$ cat src/rtl/spi_fe_pkg.sv
package spi_fe_pkg;
   localparam int BYTE_W    = 8;
   localparam int ADDR_IN_W = 16;

   localparam logic [BYTE_W-1:0] CODE_ARM     = 8'h06;
   localparam logic [BYTE_W-1:0] CODE_DISARM  = 8'h04;
   localparam logic [BYTE_W-1:0] CODE_STAT_RD = 8'h05;
   localparam logic [BYTE_W-1:0] CODE_STAT_WR = 8'h01;
   localparam logic [BYTE_W-1:0] CODE_READ    = 8'h03;
   localparam logic [BYTE_W-1:0] CODE_WRITE   = 8'h02;

   typedef enum logic [3:0] {
      PH_CODE,    // collecting command code
      PH_AHI,     // address high byte
      PH_ALO,     // address low byte
      PH_RDOUT,   // streaming array data
      PH_WRIN,    // collecting write bytes
      PH_STOUT,   // streaming status byte
      PH_STIN,    // collecting status byte
      PH_STFULL,  // status byte complete
      PH_ONEBYTE, // arm/disarm complete
      PH_DROP     // rest of frame ignored
   } phase_e;
endpackage

$ cat src/rtl/spi_fe_sync.sv
module spi_fe_sync #(
   parameter int             STAGES  = 2,
   parameter int             W       = 4,
   parameter logic [W-1:0]   RST_VAL = '0
) (
   input  logic         clk,
   input  logic         rst_n,
   input  logic [W-1:0] d,
   output logic [W-1:0] q
);
   logic [W-1:0] st [STAGES];

   always_ff @(posedge clk or negedge rst_n) begin
      if (!rst_n) begin
         for (int i = 0; i < STAGES; i++) st[i] <= RST_VAL;
      end else begin
         st[0] <= d;
         for (int i = 1; i < STAGES; i++) st[i] <= st[i-1];
      end
   end

   assign q = st[STAGES-1];
endmodule

$ cat src/rtl/spi_fe_hold.sv
module spi_fe_hold #(
   parameter bit HOLD_EN = 1'b1
) (
   input  logic clk,
   input  logic rst_n,
   input  logic cs_act,
   input  logic sck_lvl,
   input  logic hold_n_lvl,
   output logic paused
);
   generate
      if (HOLD_EN) begin : g_hold
         // state may only change while the serial clock is low
         always_ff @(posedge clk or negedge rst_n) begin
            if (!rst_n)        paused <= 1'b0;
            else if (!cs_act)  paused <= 1'b0;
            else if (!sck_lvl) paused <= !hold_n_lvl;
         end

         p_pause_clk_low_r11: assert property (@(posedge clk) disable iff (!rst_n)
            $rose(paused) |-> !$past(sck_lvl));
         p_resume_clk_low_r11: assert property (@(posedge clk) disable iff (!rst_n)
            ($fell(paused) && $past(cs_act)) |-> !$past(sck_lvl));
      end else begin : g_nohold
         assign paused = 1'b0;
         logic unused_hold;
         assign unused_hold = ^{clk, rst_n, cs_act, sck_lvl, hold_n_lvl};
      end
   endgenerate
endmodule

$ cat src/rtl/spi_fe_txsh.sv
module spi_fe_txsh
   import spi_fe_pkg::*;
(
   input  logic              clk,
   input  logic              rst_n,
   input  logic              clr,
   input  logic              load,
   input  logic              shift,
   input  logic [BYTE_W-1:0] din,
   output logic              dout
);
   logic [BYTE_W-1:0] sr;

   always_ff @(posedge clk or negedge rst_n) begin
      if (!rst_n) begin
         sr   <= '0;
         dout <= 1'b0;
      end else if (clr) begin
         sr   <= '0;
         dout <= 1'b0;
      end else if (load) begin
         dout <= din[BYTE_W-1];
         sr   <= {din[BYTE_W-2:0], 1'b0};
      end else if (shift) begin
         dout <= sr[BYTE_W-1];
         sr   <= {sr[BYTE_W-2:0], 1'b0};
      end
   end

   p_load_shift_excl_r4: assert property (@(posedge clk) disable iff (!rst_n)
      !(load && shift));
endmodule

$ cat src/rtl/spi_mem_cmd.sv
module spi_mem_cmd
   import spi_fe_pkg::*;
#(
   parameter int AW          = 15,
   parameter int PAGE_BITS   = 6,
   parameter int SYNC_STAGES = 2,
   parameter bit HOLD_EN     = 1'b1
) (
   input  logic          clk,
   input  logic          rst_n,
   input  logic          spi_sck,
   input  logic          spi_cs_n,
   input  logic          spi_mosi,
   input  logic          spi_hold_n,
   output logic          spi_miso,
   output logic          spi_miso_oe,
   input  logic          busy,
   input  logic [7:0]    status_in,
   output logic [AW-1:0] arr_addr,
   output logic          arr_rd_en,
   input  logic [7:0]    arr_rd_data,
   output logic          pb_wr_en,
   output logic [AW-1:0] pb_wr_addr,
   output logic [7:0]    pb_wr_data,
   output logic          pb_commit,
   output logic          st_arm,
   output logic          st_disarm,
   output logic          st_wr_en,
   output logic [7:0]    st_wr_data
);
   localparam int          BIT_W = $clog2(BYTE_W);
   localparam logic [AW-1:0] PMASK = AW'((32'd1 << PAGE_BITS) - 32'd1);
   localparam logic [3:0]  PIN_RST = 4'b1100; // cs_n, hold_n high; sck, mosi low

   generate
      if (AW < 1 || AW > ADDR_IN_W) begin : g_bad_aw
         $error("AW must lie in 1..16");
      end
      if (PAGE_BITS < 1 || PAGE_BITS > AW) begin : g_bad_page
         $error("PAGE_BITS must lie in 1..AW");
      end
      if (SYNC_STAGES < 2) begin : g_bad_sync
         $error("SYNC_STAGES must be at least 2");
      end
   endgenerate

   // ---------------- pin recovery ----------------
   logic [3:0] pins_s;
   logic cs_n_s, hold_n_s, sck_s, mosi_s;

   spi_fe_sync #(.STAGES(SYNC_STAGES), .W(4), .RST_VAL(PIN_RST)) u_sync (
      .clk   (clk),
      .rst_n (rst_n),
      .d     ({spi_cs_n, spi_hold_n, spi_sck, spi_mosi}),
      .q     (pins_s)
   );
   assign {cs_n_s, hold_n_s, sck_s, mosi_s} = pins_s;

   logic cs_act, cs_q, sck_q, paused;
   assign cs_act = !cs_n_s;

   always_ff @(posedge clk or negedge rst_n) begin
      if (!rst_n) begin
         sck_q <= 1'b0;
         cs_q  <= 1'b0;
      end else begin
         sck_q <= sck_s;
         cs_q  <= cs_act;
      end
   end

   spi_fe_hold #(.HOLD_EN(HOLD_EN)) u_hold (
      .clk        (clk),
      .rst_n      (rst_n),
      .cs_act     (cs_act),
      .sck_lvl    (sck_s),
      .hold_n_lvl (hold_n_s),
      .paused     (paused)
   );

   logic rise, fall, frame_end;
   assign rise      = cs_act && !paused &&  sck_s && !sck_q;
   assign fall      = cs_act && !paused && !sck_s &&  sck_q;
   assign frame_end = cs_q && !cs_act;

   // ---------------- frame state ----------------
   phase_e             phase;
   logic [BIT_W-1:0]   bit_cnt;
   logic [BYTE_W-1:0]  rx_sr;
   logic [BYTE_W-1:0]  addr_hi;
   logic [AW-1:0]      ptr;
   logic               is_read, is_arm, wrote_any, tx_on, rd_go;

   logic [BYTE_W-1:0]    byte_in;
   logic                 byte_done;
   logic [ADDR_IN_W-1:0] addr_full;
   logic [AW-1:0]        ptr_page_next;
   logic                 out_phase, tx_load, tx_shift;

   assign byte_in       = {rx_sr[BYTE_W-2:0], mosi_s};
   assign byte_done     = rise && (bit_cnt == BIT_W'(BYTE_W-1));
   assign addr_full     = {addr_hi, byte_in};
   assign ptr_page_next = (ptr & ~PMASK) | ((ptr + AW'(1)) & PMASK);
   assign out_phase     = (phase == PH_RDOUT) || (phase == PH_STOUT);
   assign tx_load       = fall && out_phase && (bit_cnt == '0);
   assign tx_shift      = fall && out_phase && (bit_cnt != '0) && tx_on;

   logic unused_bits;
   assign unused_bits = ^{addr_full, rx_sr[BYTE_W-1]};

   always_ff @(posedge clk or negedge rst_n) begin
      if (!rst_n) begin
         phase      <= PH_CODE;
         bit_cnt    <= '0;
         rx_sr      <= '0;
         addr_hi    <= '0;
         ptr        <= '0;
         is_read    <= 1'b0;
         is_arm     <= 1'b0;
         wrote_any  <= 1'b0;
         tx_on      <= 1'b0;
         rd_go      <= 1'b0;
         pb_wr_en   <= 1'b0;
         pb_wr_addr <= '0;
         pb_wr_data <= '0;
         pb_commit  <= 1'b0;
         st_arm     <= 1'b0;
         st_disarm  <= 1'b0;
         st_wr_en   <= 1'b0;
         st_wr_data <= '0;
      end else begin
         rd_go     <= 1'b0;
         pb_wr_en  <= 1'b0;
         pb_commit <= 1'b0;
         st_arm    <= 1'b0;
         st_disarm <= 1'b0;
         st_wr_en  <= 1'b0;

         if (frame_end && bit_cnt == '0) begin
            unique case (phase)
               PH_ONEBYTE: begin
                  st_arm    <=  is_arm;
                  st_disarm <= !is_arm;
               end
               PH_STFULL: st_wr_en  <= 1'b1;
               PH_WRIN:   pb_commit <= wrote_any;
               default: ;
            endcase
         end

         if (!cs_act) begin
            phase     <= PH_CODE;
            bit_cnt   <= '0;
            tx_on     <= 1'b0;
            wrote_any <= 1'b0;
         end else begin
            if (rise) begin
               rx_sr   <= byte_in;
               bit_cnt <= bit_cnt + BIT_W'(1);
               unique case (phase)
                  PH_CODE: if (byte_done) begin
                     if (busy && byte_in != CODE_STAT_RD) begin
                        phase <= PH_DROP;
                     end else begin
                        unique case (byte_in)
                           CODE_ARM:     begin phase <= PH_ONEBYTE; is_arm <= 1'b1; end
                           CODE_DISARM:  begin phase <= PH_ONEBYTE; is_arm <= 1'b0; end
                           CODE_STAT_RD: phase <= PH_STOUT;
                           CODE_STAT_WR: phase <= PH_STIN;
                           CODE_READ:    begin phase <= PH_AHI; is_read <= 1'b1; end
                           CODE_WRITE:   begin phase <= PH_AHI; is_read <= 1'b0; end
                           default:      phase <= PH_DROP;
                        endcase
                     end
                  end
                  PH_AHI: if (byte_done) begin
                     addr_hi <= byte_in;
                     phase   <= PH_ALO;
                  end
                  PH_ALO: if (byte_done) begin
                     ptr <= addr_full[AW-1:0];
                     if (is_read) begin
                        phase <= PH_RDOUT;
                        rd_go <= 1'b1;
                     end else begin
                        phase <= PH_WRIN;
                     end
                  end
                  PH_WRIN: if (byte_done) begin
                     pb_wr_en   <= 1'b1;
                     pb_wr_addr <= ptr;
                     pb_wr_data <= byte_in;
                     ptr        <= ptr_page_next;
                     wrote_any  <= 1'b1;
                  end
                  PH_STIN: if (byte_done) begin
                     st_wr_data <= byte_in;
                     phase      <= PH_STFULL;
                  end
                  PH_STFULL, PH_ONEBYTE: phase <= PH_DROP;
                  default: ;
               endcase
            end
            if (tx_load) begin
               tx_on <= 1'b1;
               if (phase == PH_RDOUT) begin
                  ptr   <= ptr + AW'(1);
                  rd_go <= 1'b1;
               end
            end
         end
      end
   end

   // ---------------- output path ----------------
   spi_fe_txsh u_tx (
      .clk   (clk),
      .rst_n (rst_n),
      .clr   (!cs_act),
      .load  (tx_load),
      .shift (tx_shift),
      .din   ((phase == PH_RDOUT) ? arr_rd_data : status_in),
      .dout  (spi_miso)
   );

   assign spi_miso_oe = tx_on && cs_act && !paused;
   assign arr_addr    = ptr;
   assign arr_rd_en   = rd_go;

   // ---------------- checks ----------------
   p_oe_in_output_phase_r4: assert property (@(posedge clk) disable iff (!rst_n)
      spi_miso_oe |-> out_phase);
   p_frame_pulses_excl_r3: assert property (@(posedge clk) disable iff (!rst_n)
      $onehot0({st_arm, st_disarm, pb_commit, st_wr_en}));
   p_wr_byte_in_write_r6: assert property (@(posedge clk) disable iff (!rst_n)
      pb_wr_en |-> (phase == PH_WRIN));
   p_pause_freezes_r11: assert property (@(posedge clk) disable iff (!rst_n)
      (paused && $past(paused) && $past(cs_act)) |-> ($stable(bit_cnt) && $stable(phase)));
   p_busy_drops_r10: assert property (@(posedge clk) disable iff (!rst_n)
      (byte_done && phase == PH_CODE && busy && byte_in != CODE_STAT_RD) |=> (phase == PH_DROP));
   p_idle_quiet_r1: assert property (@(posedge clk) disable iff (!rst_n)
      ($past(!cs_act) && !cs_act) |-> !(spi_miso_oe || arr_rd_en || pb_wr_en));
endmodule

$ cat config.mk
export PLATFORM = sky130hd
export DESIGN_NAME = spi_mem_cmd
export DESIGN_NICKNAME = d
export VERILOG_FILES = /design/src/rtl/spi_fe_pkg.sv /design/src/rtl/spi_fe_sync.sv /design/src/rtl/spi_fe_hold.sv /design/src/rtl/spi_fe_txsh.sv /design/src/rtl/spi_mem_cmd.sv
export SDC_FILE = /design/constraint.sdc
export NUM_CORES = 1
export LEC_CHECK = 0
export ABC_AREA = 1
export BUFFER_PORTS_ARGS = -buffer_cell sky130_fd_sc_hd__buf_2
export CAP_MARGIN = 20
export CORE_AREA = 2 2 100 102
export CTS_CLUSTER_SIZE = 10
export DETAILED_ROUTE_END_ITERATION = 8
export DIE_AREA = 0 0 102 104
export HOLD_SLACK_MARGIN = 0.05
export PLACE_DENSITY = 0.76
export SLEW_MARGIN = 20
export SYNTH_ARGS = -nofsm -noshare
export SYNTH_HDL_FRONTEND = slang
export SYNTH_SLANG_ARGS = --single-unit
export TNS_END_PERCENT = 50
$ cat constraint.sdc
create_clock -name clk -period 1.6 [get_ports clk]
set_input_delay 0.08 -clock clk [delete_from_list [all_inputs] [get_ports clk]]
set_output_delay 0.08 -clock clk [all_outputs]
set_load 0.01 [all_outputs]
==> results of run 1 <==
## final cells by class
type | count | area, um2 | share of cell area [%]
flip-flops and latches | 96 | 2410 | 38.3
inverters | 68 | 267 | 4.23
repair buffers | 142 | 1050 | 16.7
clock inverters | 6 | 50.0 | 0.794
multi-input cells | 427 | 2220 | 35.2
clock buffers | 10 | 138 | 2.18
well taps | 133 | 166 | 2.64
## metrics by stage
step | TNS, ps | instances
after floorplan | 0 | 607
after global placement | 0 | 839
after detailed placement | -1860 | 839
after CTS | -81.2 | 872
after global routing | -3060 | 882
final | -370 | 882
## metal layers
metal	vias up	share of wire, %	track usage [%]
met1	2177	42	30.3
met2	139	51	39.5
li1	2221	-	-
met4	0	2.1	6.38
met5	-	0	0
met3	22	5.2	4.23
## path summary, 6_finish.rpt
path / from / to / slack [ps]
setup / recovery: phase[0]$_DFFE_PN0P_ / arr_addr[3]$_DFFE_PN0N_ / -70
hold / removal: arr_rd_data[3] / u_tx.sr[4]$_DFFE_PN0P_ / 50
setup reg to reg: phase[0]$_DFFE_PN0P_ / arr_addr[3]$_DFFE_PN0N_ / -70
hold reg to reg: u_sync.st[5]$_DFF_PN0_ / u_sync.q[1]$_DFF_PN0_ / 350
max in group asynchronous: rst_n / u_sync.q[2]$_DFF_PN1_ / 820
min in group asynchronous: rst_n / st_wr_data[4]$_DFFE_PN0P_ / 150
## report_power, final
part | internal, mW | leakage, nW | total, mW | switching [mW]
Sequential | 2.62 | 1.26 | 2.86 | 0.242
Combinational | 0.815 | 1.91 | 2.21 | 1.39
Clock | 0.631 | 0.0903 | 1.56 | 0.933
## flip-flops by register name, summed over array words and instances, names as in the netlist, 3 cells and up
name,flops
phase,4
addr_hi,7
arr_addr,15
u_tx.sr,7
u_sync.q,4
pb_wr_data,8
bit_cnt,3
pb_wr_addr,15
u_sync.st,4
rx_sr,7
st_wr_data,8
## layout by cell type, fill, tap and decap left out, drive strengths merged, types with 2 or more instances in the layout
master and count:
nand2 202, clkbuf 11, nand3 41, nand4 8, dlygate4sd3 8, o21ai 57
nor3 9, a21oi 18, ha 4, o211ai 15, dfrtp 92, dfstp 4
nor2 67, inv 70, xor2 2, buf 132, clkinvlp 3
## cell families (layout without fill, tap and decap cells)
kind of cell,Yosys count,in the layout
flops,96,96
compound gates,91,91
fa+ha+maj,4,4
mux,1,1
xor+xnor,3,3
simple gates,327,328
buf+inv,85,226
## worst reg2reg max path: stages (launching register included)
cell	delay (ps)
sky130_fd_sc_hd__dfrtp_2	460
sky130_fd_sc_hd__inv_1	100
sky130_fd_sc_hd__nor2_2	140
sky130_fd_sc_hd__nand2_2	90
sky130_fd_sc_hd__nand2_4	90
sky130_fd_sc_hd__nand4_4	190
sky130_fd_sc_hd__buf_8	200
sky130_fd_sc_hd__nand2_1	60
sky130_fd_sc_hd__nand2_1	50
sky130_fd_sc_hd__nor2_1	120
sky130_fd_sc_hd__nor2_1	60
## synth_stat cells, drive strengths merged
cell type    n
a21oi       18
a31oi        1
buf         12
clkbuf       5
clkinv       1
dfrtp       92
dfstp        4
ha           4
inv         67
mux2i        1
nand2      202
nand3       40
nand4        8
nor2        67
nor3         9
o211ai      15
o21ai       57
or2          1
xnor2        1
xor2         2
## repair_timing
| item | in CTS | in global routing |
|---|---|---|
| endpoints found under the hold margin | 98 | 0 |
| setup buffers | 6 | 9 |
| setup endpoints to repair | 50 | 63 |
| pin swaps | 10 | 14 |
| resized for setup | 19 | 72 |
| cloned | 3 | 1 |
| hold buffers | 8 | 0 |
==> flow_summary.ini, run 1 <==
[synth]
synth_warnings = 0
synthDistinctLibCells = 33
synth_mux_area_share_pct = 0.209
synth_compound_gate_area_share_pct = 10.5
post_synthesis_cells = 607
synth_largest_area_cell = sky130_fd_sc_hd__dfrtp_1
netlist_top_cells_area = sky130_fd_sc_hd__dfrtp_1 48%, sky130_fd_sc_hd__nand2_1 16%, sky130_fd_sc_hd__o21ai_0 5.5%
synth-xor-area-share_pct = 0.549
postSynthAreaPerCell_um2 = 7.88
syn-cell-area_um2 = 4780
synth.ff_latch_count = 96
synth_simple_gate_area_share_pct = 29.5
main_combinational_cell_family_by_area_after_synthesis = simple AND/OR/NAND/NOR gates
synth.top_cell.area_share_pct = 48.1
synthAdderAreaFrac_pct = 1.05
syn_nets = 634
synth_seq_area_share_pct = 50.3

[power]
static-leakage-power_nw = 3.26
irDropWorstVdd_mv = 0.577
power_per_standard_cell_area_nw_per_um2 = 1050
overall_power_mw = 6.63

[floorplan]
die_h_um = 104
core.rowCount = 36
floorplan.initialDensity_pct = 50.1
top_level_ports = 77
core_area_um2 = 9550
die_x_um = 102
design.die.area_um2 = 10600

[timing]
max-slew-margin-rel_pct = 76.1
min_period_ps = 1670
finalClockSkew_ps = 11.6
report.final.slew_viol_count = 0
finalHoldViolations = 0
fmaxAchievable_ghz = 0.600
worst_slack_ps = -65.3
setup_violations = 14
final.hold.worst_slack_ps = 48.9
setup_repair_after_global_routing_missed_its_margin = yes
tightestPinTransition_ps = 357
min_period_over_period_pct = 104

[global_route]
via_count_of_the_first_global_routing_pass = 4282
grt-ovfl-total = 0
gr-usage-all-layers_pct = 23.2
antenna_found_initial = 0
grt_max_degree = 46
global_route_wire_length_before_repair_um = 19700

[final_layout]
fillCellCount = 803
post_layout_net_count = 771
antennaDiodeCount = 0
area_delta_synth_final_pct = 31.8
design_area_um2 = 6300
layout-drive-gt1-share_pct = 30.6
post-route-util_pct = 66.0

[clock_network]
num_cts_buffers = 9
clkSinkCount = 96
path_clk_slew_ps = 100
cts_max_path_buffers = 2
clock_root_buffer = sky130_fd_sc_hd__clkbuf_8
clk-insertion-delay-late_ps = 370
tritoncts = built
cts-htree-levels = 3

[placed_design]
gp_congestion = 0.870
dpl_worst_slack_ps = -122
numPortBuffers = 76
post-dp-hpwl_um = 8550
placed_cell_area_um2 = 5560

[detailed_routing]
antenna_left = 0
vias = 4559
dr_pass1_iterations = 5
detail_route.wirelength_um = 12500
route.detailed.wl_per_inst_um = 14.2
dr.first_iter.drc_count = 306
route.detailed.vias_per_inst = 5.17
drc_errors = 0

[setup_path]
critical_path.slowest_cell = sky130_fd_sc_hd__dfrtp_2
endpoint_kind = flop
critical_path.startpoint_type = flop
worstPathRequired_ps = 1870
critPathMaxFanout = 6
worst_ep_arrival_time_ps = 1930
worstPathCellList = inv_1 -> nor2_2 -> nand2_2 -> nand2_4 -> nand4_4 -> buf_8 -> nand2_1 -> nand2_1 -> nor2_1 -> nor2_1
worst_path_dominant_cell_family = simple AND/OR/NAND/NOR gates
setup.worst_path.class = flop to flop
timing.critical_path.buf_inv = 2
cpPeakStageDelay_ps = 460
r2r_cells = 10
worst-path-stages = 10

[hold_path]
hold_path_depth = 5
holdCritPathClass = input port to flop

[run_status]
failing_checks = negative setup slack
status = complete, but fails checks

[flow_run]
drv.max_cap_violation_count = 0
Power figures use the tool's default switching activity.
==> run 2: changes to the inputs <==
- clock period: 1.6 -> 1.3 ns (I/O delays scaled with it)
==> flow_summary.ini, run 2 (synthesized netlist as in run 1, its figures left out) <==
[run_status]
status = complete, but fails checks
failing_checks = negative setup slack

[floorplan]
die_h_um = 104
core.rowCount = 36
top_level_ports = 77
design.die.area_um2 = 10600
die_x_um = 102
floorplan.initialDensity_pct = 50.1
core_area_um2 = 9550

[global_route]
grt_busiest_layer = met2
grt-ovfl-total = 0
grt_max_degree = 33
global_route_wire_length_before_repair_um = 20600
antenna_found_initial = 0
global_route.usage.met3_pct = 5.11
gr-usage-met2_pct = 41.1
via_count_of_the_first_global_routing_pass = 4480
gr-usage-all-layers_pct = 24.4
grt.met1_usage_pct = 31.4

[detailed_routing]
dr_pass1_iterations = 5
dr.first_iter.drc_count = 249
route.detailed.wl_per_inst_um = 14.1
antenna_left = 0
vias = 4758
route.detailed.vias_per_inst = 5.11
drc_errors = 0
detail_route.wirelength_um = 13200

[timing]
worst_slack_ps = -368
setup_violations = 79
max-slew-margin-rel_pct = 75.3
setup_repair_after_global_routing_missed_its_margin = yes
finalClockSkew_ps = 16.1
tightestPinTransition_ps = 370
min_period_ps = 1670
finalHoldViolations = 0
fmaxAchievable_ghz = 0.599
min_period_over_period_pct = 128
report.final.slew_viol_count = 0

[setup_path]
worstPathCellList = inv_2 -> ha_4 -> inv_2 -> nor2_4 -> buf_6 -> nand3_4 -> clkinvlp_4 -> nand3_2 -> o211ai_1 -> nand2_1
setup.worst_path.class = flop to flop
cpPeakStageDelay_ps = 430
timing.critical_path.buf_inv = 4
critical_path.startpoint_type = flop
worst_setup_path_startpoint = bit_cnt[0]$_DFFE_PN0P_
reg2reg_from = bit_cnt[0]$_DFFE_PN0P_
critical_path.slowest_cell = sky130_fd_sc_hd__dfrtp_1
crit_path_frequent_cell = sky130_fd_sc_hd__inv_2
worstPathRequired_ps = 1560
worst_path_dominant_cell_family = simple AND/OR/NAND/NOR gates
endpoint_kind = flop
r2r_slack_ps = -370
worst_ep_arrival_time_ps = 1930
critPathMaxFanout = 6

[clock_network]
cts-htree-levels = 3
num_cts_buffers = 9
clock_root_buffer = sky130_fd_sc_hd__clkbuf_8
tritoncts = built
clkSinkCount = 96
path_clk_slew_ps = 100
clk-insertion-delay-late_ps = 370
cts_max_path_buffers = 2

[placed_design]
gp_congestion = 0.892
dpl_worst_slack_ps = -387
dp.cells = 886
post-dp-hpwl_um = 8990
numPortBuffers = 76

[final_layout]
layout-drive-gt1-share_pct = 38.0
most_used_cells_in_the_layout_excluding_fill_and_tap_cells = 172 x sky130_fd_sc_hd__nand2_1, 87 x sky130_fd_sc_hd__dfrtp_1, 85 x sky130_fd_sc_hd__buf_4, 75 x sky130_fd_sc_hd__buf_2, 53 x sky130_fd_sc_hd__inv_1
post_layout_net_count = 820
fillCellCount = 761
post-route-util_pct = 70.7
final_common_cell = sky130_fd_sc_hd__nand2_1
antennaDiodeCount = 0
area_delta_synth_final_pct = 41.3
final_cell_count_no_fill = 931

[flow_run]
drv.max_cap_violation_count = 0

[hold_path]
holdCritPathClass = input port to flop
min-delay-start = arr_rd_data[7]

[power]
irDropWorstVdd_mv = 0.789
static-leakage-power_nw = 3.51
power_per_standard_cell_area_nw_per_um2 = 1290
## run 2: cell types whose count changed in the layout (fill, tap and decap cells not counted), moves of 6 or more
cell                      change
sky130_fd_sc_hd__buf_6        +9
sky130_fd_sc_hd__o21ai_0     -19
sky130_fd_sc_hd__o21ai_2      +6
sky130_fd_sc_hd__nand2_2     +14
sky130_fd_sc_hd__o21ai_1     +13
sky130_fd_sc_hd__nand2_1     -14
sky130_fd_sc_hd__buf_4       +41
## run 2: tightest hold or removal path, stage by stage
cell and delay [ps]:
sky130_fd_sc_hd__buf_2 80, sky130_fd_sc_hd__nand2_1 40, sky130_fd_sc_hd__nand3_1 80, sky130_fd_sc_hd__o211ai_1 80
sky130_fd_sc_hd__nand2_1 50
## run 2: report_power, final
group          internal [mW]  switching [mW]
combinational           1.30            1.87
clock                  0.928            1.14
sequential              3.22           0.238
total                   5.45            3.25
## run 2: area by class of cell
class,count,area (um2),area share (%)
Clock buffer,9,124,1.83
Timing Repair inverter,1,7.51,0.111
Tap cell,133,166,2.46
Inverter,68,265,3.93
Sequential cell,96,2410,35.7
Timing Repair Buffer,190,1390,20.5
Clock inverter,7,82.6,1.22
Multi-Input combinational cell,427,2310,34.2
## run 2: repair_timing
action | in CTS | in global routing
endpoints found under the setup margin | 86 | 87
gates cloned | 2 | 2
endpoints found under the hold margin | 103 | 0
buffers inserted | 7 | 9
pin swaps | 8 | 21
hold buffers | 10 | 0
resized for setup | 40 | 87
## run 2: per-layer routing
metal  up-vias  routed length, um
met4         0                223
li1       2309                  -
met2       153               6760
met5         -                  0
met1      2275               5430
met3        21                740
## run 2: final timing paths
path / end / depth (start not counted)
worst max-delay path: u_tx.sr[6]$_DFFE_PN0P_ / 10
worst min-delay path: u_tx.dout$_DFFE_PN0P_ / 5
worst max register to register: u_tx.sr[6]$_DFFE_PN0P_ / 10
worst min register to register: u_sync.q[1]$_DFF_PN0_ / 0
max in group asynchronous: wrote_any$_DFFE_PN0P_ / 3
min in group asynchronous: st_wr_data[3]$_DFFE_PN0P_ / 2
## run 2: through the flow
stage	TNS (ps)	instance area [um2]	power [mW]	hold WS [ps]
CTS	-17470	6430	8.44	51.0
floorplan	-10710	4860	4.95	-231
global route	-25540	6760	9.21	73.6
finish	-19950	6760	8.70	60.6
detailed placement	-19060	5950	6.21	-0.0480
global placement	-15580	5950	6.14	-2.19
